===== src/rtl/rtc_alarm_pkg.sv =====
`timescale 1ns/1ps
package rtc_alarm_pkg;
    localparam logic [7:0] WR_FLAG = 8'h80;

    typedef enum logic {
        FLAG_IDLE,
        FLAG_PEND
    } flag_state_t;

    typedef struct packed {
        logic halt;
        logic prot;
        logic route;
        logic en1;
        logic en0;
    } ctrl_t;
endpackage


===== src/rtl/rtc_alarm_match.sv =====
`timescale 1ns/1ps
module rtc_alarm_match #(
    parameter int NF = 4,
    parameter int FW = 8
) (
    input  logic [NF-1:0][FW-1:0] alarm_regs,
    input  logic [NF-1:0][FW-2:0] now,
    output logic                  hit
);
    logic [NF-1:0] fld_ok;

    for (genvar i = 0; i < NF; i++) begin : g_fld
        assign fld_ok[i] = alarm_regs[i][FW-1] || (alarm_regs[i][FW-2:0] == now[i]);
    end

    assign hit = &fld_ok;
endmodule


===== src/rtl/rtc_alarm_unit.sv =====
`timescale 1ns/1ps
module rtc_alarm_unit
    import rtc_alarm_pkg::*;
#(
    parameter logic [7:0] BASE = 8'h07,
    parameter int         NF   = 4,
    parameter int         FW   = 8
) (
    input  logic                  clk,
    input  logic                  rst_n,
    input  logic [7:0]            addr,
    input  logic [FW-1:0]         wdata,
    input  logic                  rd,
    input  logic                  wr_en,
    input  logic                  tick_ok,
    input  logic [NF-1:0][FW-2:0] now,
    output logic [NF-1:0][FW-1:0] regs,
    output logic                  flag
);
    localparam logic [7:0] RD_LAST  = BASE + 8'(NF - 1);
    localparam logic [7:0] WR_FIRST = BASE | WR_FLAG;
    localparam logic [7:0] WR_LAST  = RD_LAST | WR_FLAG;

    logic        rd_hit, wr_hit, access, hit, tick_hit;
    flag_state_t state_q, state_d;

    assign rd_hit   = rd && (addr >= BASE) && (addr <= RD_LAST);
    assign wr_hit   = wr_en && (addr >= WR_FIRST) && (addr <= WR_LAST);
    assign access   = rd_hit || wr_hit;

    always_ff @(posedge clk or negedge rst_n) begin
        if (!rst_n) begin
            regs <= '0;
        end else begin
            for (int i = 0; i < NF; i++) begin
                if (wr_en && (addr == WR_FIRST + 8'(i))) regs[i] <= wdata;
            end
        end
    end

    rtc_alarm_match #(.NF(NF), .FW(FW)) u_match (
        .alarm_regs(regs),
        .now       (now),
        .hit       (hit)
    );

    assign tick_hit = tick_ok && hit;

    always_comb begin
        state_d = state_q;
        unique case (state_q)
            FLAG_IDLE: if (tick_hit)            state_d = FLAG_PEND;
            FLAG_PEND: if (access && !tick_hit) state_d = FLAG_IDLE;
            default:                            state_d = FLAG_IDLE;
        endcase
    end

    always_ff @(posedge clk or negedge rst_n) begin
        if (!rst_n) state_q <= FLAG_IDLE;
        else        state_q <= state_d;
    end

    always_comb begin
        flag = (state_q == FLAG_PEND);
    end

    assert_flag_set_R3: assert property (@(posedge clk) disable iff (!rst_n)
        (tick_ok && hit) |=> flag);

    assert_flag_ack_R9: assert property (@(posedge clk) disable iff (!rst_n)
        (access && !(tick_ok && hit)) |=> !flag);

    assert_flag_hold_R9: assert property (@(posedge clk) disable iff (!rst_n)
        (flag && !access) |=> flag);
endmodule


===== src/rtl/rtc_alarm_ctrl.sv =====
`timescale 1ns/1ps
module rtc_alarm_ctrl
    import rtc_alarm_pkg::*;
(
    input  logic       clk,
    input  logic       rst_n,
    input  logic       wr,
    input  logic [7:0] wdata,
    output ctrl_t      ctrl
);
    always_ff @(posedge clk or negedge rst_n) begin
        if (!rst_n) begin
            ctrl <= '{halt: 1'b1, prot: 1'b1, route: 1'b0, en1: 1'b0, en0: 1'b0};
        end else if (wr) begin
            if (ctrl.prot) begin
                ctrl.prot <= wdata[6];
            end else begin
                ctrl <= '{halt: wdata[7], prot: wdata[6], route: wdata[2],
                          en1: wdata[1], en0: wdata[0]};
            end
        end
    end

    assert_prot_guard_R5: assert property (@(posedge clk) disable iff (!rst_n)
        (wr && ctrl.prot) |=> ($stable(ctrl.halt) && $stable(ctrl.route) &&
                               $stable(ctrl.en1) && $stable(ctrl.en0)));

    assert_prot_clear_R5: assert property (@(posedge clk) disable iff (!rst_n)
        (wr && !wdata[6]) |=> !ctrl.prot);
endmodule


===== src/rtl/rtc_alarm_irq.sv =====
`timescale 1ns/1ps
module rtc_alarm_irq
    import rtc_alarm_pkg::*;
#(
    parameter int         FIELD_W    = 8,
    parameter int         NUM_FIELDS = 4,
    parameter logic [7:0] A0_BASE    = 8'h07,
    parameter logic [7:0] A1_BASE    = 8'h0B,
    parameter logic [7:0] CTRL_RD    = 8'h0F,
    parameter logic [7:0] STAT_RD    = 8'h10
) (
    input  logic               clk,
    input  logic               rst_n,
    input  logic [7:0]         reg_addr,
    input  logic               reg_wr,
    input  logic               reg_rd,
    input  logic [FIELD_W-1:0] reg_wdata,
    output logic [FIELD_W-1:0] reg_rdata,
    input  logic               tick_sec,
    input  logic [FIELD_W-2:0] cur_sec,
    input  logic [FIELD_W-2:0] cur_min,
    input  logic [FIELD_W-2:0] cur_hour,
    input  logic [FIELD_W-2:0] cur_day,
    output logic               osc_halt,
    output logic               irq0_n,
    output logic               irq1_n
);
    localparam int         IDX_W   = (NUM_FIELDS > 1) ? $clog2(NUM_FIELDS) : 1;
    localparam logic [7:0] A0_LAST = A0_BASE + 8'(NUM_FIELDS - 1);
    localparam logic [7:0] A1_LAST = A1_BASE + 8'(NUM_FIELDS - 1);
    localparam logic [7:0] CTRL_WR = CTRL_RD | WR_FLAG;

    ctrl_t                             ctrl;
    logic                              wr_ok, tick_ok, ctrl_wr;
    logic [NUM_FIELDS-1:0][FIELD_W-2:0] now_v;
    logic [NUM_FIELDS-1:0][FIELD_W-1:0] a0_regs, a1_regs;
    logic                              flag0, flag1;
    logic [7:0]                        off0, off1;

    assign now_v   = {cur_day, cur_hour, cur_min, cur_sec};
    assign wr_ok   = reg_wr && !ctrl.prot;
    assign tick_ok = tick_sec && !ctrl.halt;
    assign ctrl_wr = reg_wr && (reg_addr == CTRL_WR);

    rtc_alarm_ctrl u_ctrl (
        .clk  (clk),
        .rst_n(rst_n),
        .wr   (ctrl_wr),
        .wdata(reg_wdata),
        .ctrl (ctrl)
    );

    rtc_alarm_unit #(.BASE(A0_BASE), .NF(NUM_FIELDS), .FW(FIELD_W)) u_alarm0 (
        .clk    (clk),
        .rst_n  (rst_n),
        .addr   (reg_addr),
        .wdata  (reg_wdata),
        .rd     (reg_rd),
        .wr_en  (wr_ok),
        .tick_ok(tick_ok),
        .now    (now_v),
        .regs   (a0_regs),
        .flag   (flag0)
    );

    rtc_alarm_unit #(.BASE(A1_BASE), .NF(NUM_FIELDS), .FW(FIELD_W)) u_alarm1 (
        .clk    (clk),
        .rst_n  (rst_n),
        .addr   (reg_addr),
        .wdata  (reg_wdata),
        .rd     (reg_rd),
        .wr_en  (wr_ok),
        .tick_ok(tick_ok),
        .now    (now_v),
        .regs   (a1_regs),
        .flag   (flag1)
    );

    assign off0 = reg_addr - A0_BASE;
    assign off1 = reg_addr - A1_BASE;

    always_comb begin
        reg_rdata = '0;
        if ((reg_addr >= A0_BASE) && (reg_addr <= A0_LAST)) begin
            reg_rdata = a0_regs[off0[IDX_W-1:0]];
        end else if ((reg_addr >= A1_BASE) && (reg_addr <= A1_LAST)) begin
            reg_rdata = a1_regs[off1[IDX_W-1:0]];
        end else if (reg_addr == CTRL_RD) begin
            reg_rdata = {ctrl.halt, ctrl.prot, 3'b000, ctrl.route, ctrl.en1, ctrl.en0};
        end else if (reg_addr == STAT_RD) begin
            reg_rdata = {6'b0, flag1, flag0};
        end
    end

    always_comb begin
        osc_halt = ctrl.halt;
        irq0_n   = !((flag0 && ctrl.en0) || (!ctrl.route && flag1 && ctrl.en1));
        irq1_n   = !(ctrl.route && flag1 && ctrl.en1);
    end

    assert_irq1_idle_R7: assert property (@(posedge clk) disable iff (!rst_n)
        !ctrl.route |-> irq1_n);

    assert_irq_gate_R8: assert property (@(posedge clk) disable iff (!rst_n)
        (!ctrl.en0 && !ctrl.en1) |-> (irq0_n && irq1_n));

    assert_irq1_src_R6: assert property (@(posedge clk) disable iff (!rst_n)
        !irq1_n |-> flag1);

    assert_halt_no_rise_R4: assert property (@(posedge clk) disable iff (!rst_n)
        ($rose(flag0) || $rose(flag1)) |-> !$past(ctrl.halt));

    assert_prot_blocks_R5: assert property (@(posedge clk) disable iff (!rst_n)
        (ctrl.prot && reg_wr) |=> ($stable(a0_regs) && $stable(a1_regs)));
endmodule


===== config.mk =====
export PLATFORM = sky130hd
export DESIGN_NAME = rtc_alarm_irq
export DESIGN_NICKNAME = d
export VERILOG_FILES = /design/src/rtl/rtc_alarm_pkg.sv /design/src/rtl/rtc_alarm_match.sv /design/src/rtl/rtc_alarm_unit.sv /design/src/rtl/rtc_alarm_ctrl.sv /design/src/rtl/rtc_alarm_irq.sv
export SDC_FILE = /design/constraint.sdc
export NUM_CORES = 1
export LEC_CHECK = 0
export ABC_CLOCK_PERIOD_IN_PS = 2750
export BUFFER_PORTS_ARGS = -buffer_cell sky130_fd_sc_hd__buf_2
export CAP_MARGIN = 10
export CORE_UTILIZATION = 40
export DETAILED_ROUTE_END_ITERATION = 6
export SYNTH_ARGS = -nofsm -noshare
export SYNTH_HDL_FRONTEND = slang
export SYNTH_HIERARCHICAL = 1
export SYNTH_SLANG_ARGS = --single-unit

===== constraint.sdc =====
create_clock -name clk -period 2.75 [get_ports clk]
set_input_delay 0.55 -clock clk [delete_from_list [all_inputs] [get_ports clk]]
set_output_delay 0.55 -clock clk [all_outputs]
set_load 0.02 [all_outputs]

* Word level (Yosys, flattened, before mapping) *
Cells that the tools add are included.

word-level totals
  register bits after elaboration = 71
  word-level logic and storage cells = 114
  input port bits = 49
  output and inout bits = 11

cells by class
  reductions and logical operators = 51
  $lt $le $gt $ge = 10
  add/subtract/negate cells = 2
  equality and inequality tests = 19
  bitwise gates (word level) = 3
  mux-type cells = 14

operators by type and width
  operator               count
  $eq A8 B8 Y1 const B   9
  $eq A7 B7 Y1           8
  $mux W8                5
  $bmux W8 S2            2
  $logic_and A1 B1 Y1    30
  $ge A8 B8 Y1 const B   2
  $le A8 B4 Y1 const B   2
  $le A8 B8 Y1 const B   2
  $logic_or A1 B1 Y1     11
  $eq A8 B4 Y1 const B   1
  $eq A8 B5 Y1 const B   1
  $ge A8 B3 Y1 const B   1
  $ge A8 B4 Y1 const B   1
  $reduce_and A4 Y1      2
  $logic_not A1 Y1       7
  $lt A2 B3 Y1 const B   2
  $mux W1                4
  $pmux W1 S2            2
  $sub A2 B2 Y2 const B  2
  $not A1 Y1             3
  $mux W2                1
  $reduce_and A2 Y1      1

* Logic depth before layout (Yosys ltp) *
  depth after elaboration = 8
  gate-level depth with buffers = 9
  depth with buffers taken out = 6

* Modules after synthesis *
The synthesis kept the hierarchy.

modules (own cells, without submodules)
  module                     instances  cells each  area each (um^2)  seq. area each (um^2)
  rtc_alarm_unit (u_alarm0)  1          83          1,380.1           825.8
  rtc_alarm_unit (u_alarm1)  1          80          1,371.3           825.8
  rtc_alarm_irq              1          78          815.8             0.0
  rtc_alarm_match            2          37          311.5             0.0
  rtc_alarm_ctrl             1          11          197.7             127.6

* Least setup slack after synthesis *
OpenSTA, ideal clock, no wires.

  path kind = input to output
  from = in reg_addr[0]
  to = out reg_rdata[1]
  stages on the path = 8
  required time = 2,200 ps
  buffers on the path = 3
  arrival time = 2,224 ps
  path slack = -24 ps
  cell sequence = buf_6 > buf_6 > inv_2 > ha_1 > clkbuf_1 > mux4_2 > mux2i_1 > o31ai_1

between the ends
  cells in the longest elaborated chain, start to end = 5
  elaborated cells between the ends (all ways) = 18
  classes of those cells = add/sub: 2; order compare: 4; eq/ne: 2; mux: 8; reduce/logical: 2

ends and longest elaborated chain
  element                                               line                                                           source
  start, declared                                       rtc_alarm_irq.sv:14                                            input logic [7:0] reg_addr,
  $sub A2 B2 Y2 / $eq A8 B5 Y1 (equally long branches)  rtc_alarm_irq.sv:79, rtc_alarm_irq.sv:80, rtc_alarm_irq.sv:90
  $bmux W8 S2 / $mux W2 (equally long branches)         rtc_alarm_irq.sv:87, rtc_alarm_irq.sv:90
  $mux W8 (on tied branches)                            rtc_alarm_irq.sv:87, rtc_alarm_irq.sv:88
  $mux W8                                               rtc_alarm_irq.sv:86                                            end else if ((reg_addr >= A1_BASE) && (reg_addr <= A1_LAST)) begin
  $mux W8 *                                             rtc_alarm_irq.sv:84                                            if ((reg_addr >= A0_BASE) && (reg_addr <= A0_LAST)) begin
  end, declared                                         rtc_alarm_irq.sv:18                                            output logic [FIELD_W-1:0] reg_rdata,

Every way passes the cells marked *; elsewhere a longest branch is shown, timed or not. The select of a mux whose other input is x is not followed.

* Worst setup path in the final report *
  from = in reg_addr[0]
  to = out reg_rdata[2]

between the ends
  cells in the longest elaborated chain, start to end = 5
  elaborated cells between the ends (all ways) = 16
  classes of those cells = add/sub: 2; order compare: 4; eq/ne: 1; mux: 7; reduce/logical: 2

ends and longest elaborated chain
  element                        line                                      source
  $sub A2 B2 Y2                  rtc_alarm_irq.sv:79, rtc_alarm_irq.sv:80
  $bmux W8 S2                    rtc_alarm_irq.sv:87                       reg_rdata = a1_regs[off1[IDX_W-1:0]];
  $mux W8 (implied by the code)  rtc_alarm_irq.sv:87
  $mux W8                        rtc_alarm_irq.sv:86
  $mux W8 *                      rtc_alarm_irq.sv:84

Marked as above.

==> summary.txt <==
Timing
  • Worst clock skew: about 9.3 ps
  • Final Cycle Share: a little over nine tenths
  • Final setup margin: 141 ps
  • Fmax: roughly 380 MHz
  • Slew Viols, Final: 0
  • RSZ-0062 raised after global routing: no
  • Worst-Margin Slew: 751 ps
  • Finish-stage setup viols: 0
  • Worst slew margin: 49.9%
  • Worst hold slack: 256 ps
  • Final Hold Vio Count: 0
  • Final TNS setup: 0 ps
  • Post-layout min period: 2610 ps

Synthesis
  • Synth cell types: 52
  • Syn avg cell area: 13.5 µm²
  • Post-Syn Area: 0.00439 mm²
  • Yosys warning count: 6
  • Post-synth EDFFs: 0
  • Synth Flop Type: dfrtp_1
  • FF+latch count, synth: 71
  • Ys async rst share: 100%
  • Sequential area share after synthesis: 40.5%
  • Mapped Cells: 326
  • Syn_nets: about 380

Critical path
  • Reg-to-reg critical path endpoint: u_alarm0/regs[22]
  • Critical-path top delay cell: a211o_4
  • CP endpoint: reg_rdata[2]
  • CP most frequent cell: buf_2
  • Critical Path Sink Type: output port
  • Worst setup startpoint: reg_addr[0]
  • CP Cell Sequence: buf_2 > inv_2 > ha_1 > nor2b_1 > o22ai_2 > a211o_4 > o211ai_2 > buf_2
  • Flop2flop setup slack: 720 ps
  • Worst Setup Path Type: input port to output port
  • CP arrival: 2060 ps
  • Worst path required time: about 2200 ps
  • R2R depth: 4
  • Startpoint type of the worst setup path: input port
  • CP peak stage delay: between 400 and 500 ps
  • R2R Path Start: u_ctrl/ctrl[3]
  • Crit-path max FO: 6

Route
  • Drt via density: 5.60
  • DR WL/cell: between 20 and 25 µm
  • Remaining DRCs: 0
  • Iteration-0 DRC Markers: 221
  • DR pass1 iterations: 4
  • Routed WL: 11800 µm
  • Antenna viol nets, final: 0
  • Total number of vias: approximately 3000

Place
  • IO buf count: 59
  • Place WS: 155 ps
  • Dpl hpwl: ~8700 µm
  • Placed Area: 0.00492 mm²
  • Post-Place Cells: 526
  • Routability cong.: 0.865

Clock tree
  • Clk root buf: clkbuf_8
  • Total CTS buffers: 9
  • Clock sinks: 71
  • H-tree levels: 3
  • CTS tree: yes
  • Resize count post-CTS: 0
  • Hold_buf cts: 0
  • Clock transition at path regs: 80 ps
  • Clk Latency, worst-skew pair: 350 ps
  • Post-CTS Setup Inserts: 0
  • Clock Path Buffers: 2

GRT
  • First-pass GRT wire length: 18500 µm
  • Largest net degree at the start of global routing: 43
  • Global route overflow: 0
  • Number of global-route vias before repair: 3168
  • Initial antenna violation count: 0
  • Total track usage: 22.3%

Finish
  • Final nets: 453
  • Non-filler cells, final: 542
  • Most frequent cells in the layout: 69 x dfrtp_1, 59 x buf_2, 53 x mux2_2
  • Area Growth Syn to Fin: 17.2%
  • Commonest non-fill, non-tap cell in the layout: dfrtp_1
  • Layout cell share with drive strength beyond 1: 47.0%
  • Ant. Diodes: 0
  • Final instance area: about 0.0051 mm²

Die
  • Number of core rows: 37
  • Die W: 107 µm
  • Floorplan core area: ~0.010 mm²
  • Die footprint: 0.0114 mm²
  • Initial Util: 41.9%
  • Die Ht: 107 µm
  • Boundary pin count: 60

Run status
  • Status: finished, final reports clean

Power and ir drop
  • Leakage power: 0.00241 µW
  • Pwr/cell area: between 400 and 500 mW/mm²
  • Peak VDD IR: 0.000358 V

Min path
  • Hold Crit Class: input port to async pin

Run
  • Max-Cap Viols: 0
how the worst min path moves through the flow:
stage,startpoint,to,slack (ps)
floorplan,rst_n,u_alarm0/flag,250
global placement,u_alarm1/regs[7],u_alarm1/regs[7],520
detailed placement,u_alarm1/regs[15],u_alarm1/regs[15],530
CTS,rst_n,u_ctrl/ctrl[1],280
global route,rst_n,u_alarm0/regs[26],310
finish,rst_n,u_alarm1/flag,260
cells by family after synthesis:
group / after synthesis / synth area share (%)
muxes: 88 / 28.4
xor gates and xnor gates: 56 / 11.2
adders and majority gates: 3 / 0.856
buffers and inverters: 22 / 3.02
AOI/OAI and AO/OA: 27 / 5.67
and+or+nand+nor: 59 / 10.3
DFF: 71 / 40.5
critical path: cells and delay by family:
| kind | cells | cell delay [ps] |
|---|---|---|
| simple gates | 1 | 170 |
| buf+inv | 3 | 380 |
| compound gates | 3 | 750 |
| fa+ha+maj | 1 | 190 |
power by group:
part / leakage (µW) / switching, µW / total [µW] / internal [µW]
logic: 0.00134 / 186 / 363 / 177
clock network: 0.000111 / 440 / 961 / 522
registers: 0.000967 / 49.4 / 1140 / 1090
cell usage after synthesis, types with 2 or more instances:
library cell   n  area [µm²]
xor2_1        32         280
mux4_2        11         248
nand3_1        4        20.0
buf_6          6        67.6
or4_4          2        22.5
ha_1           3        37.5
nand2b_1       4        25.0
mux2_4        16         240
o22ai_1        3        18.8
mux2i_1        3        30.0
a41oi_1        8        70.1
and4b_1        2        20.0
nor4_1        11        68.8
nand2_1        9        33.8
o31ai_1        3        22.5
dfrtp_1       69        1730
inv_1          8        30.0
nor3_2         2        20.0
nand4_1        5        31.3
nand4b_1       3        26.3
xnor2_1       24         210
nor4_4         2        42.5
dfstp_2        2        52.6
mux4_1         5         131
clkinv_1       4        15.0
nor2b_1        3        18.8
mux2_2        53         597
a22o_1         3        26.3
o211ai_2       3        37.5
through the flow:
| stage | utilization [%] | power [µW] |
|---|---|---|
| finish | 49.2 | 2470 |
| global route | 49.2 | 2570 |
| CTS | 49.2 | 2480 |
| detailed placement | 47.0 | 1530 |
| global placement | 47.0 | 1520 |
| floorplan | - | 1350 |
area by class of cell:
cell class              count  area (µm²)
inverters                  13        48.8
clock buffers               9         124
clock inverters             7         103
multi-input cells         233        2480
well taps                 136         170
fillers                   983        5320
flip-flops and latches     71        1780
repair buffers             73         438
state kept, by name, summed over array words and instances (netlist names):
register,count
u_alarm0/flag,1
u_alarm1/regs,32
u_alarm0/regs,32
u_ctrl/ctrl,5
u_alarm1/flag,1
metal layers:
metal,vias up,global-route usage (%),wire [µm]
met1,1538,33.3,5710
met5,-,0,0
met4,0,5.28,132
li1,1393,-,-
met2,91,34.3,5360
met3,11,3.16,588
Note: power is estimated with default switching activity, not from simulation.
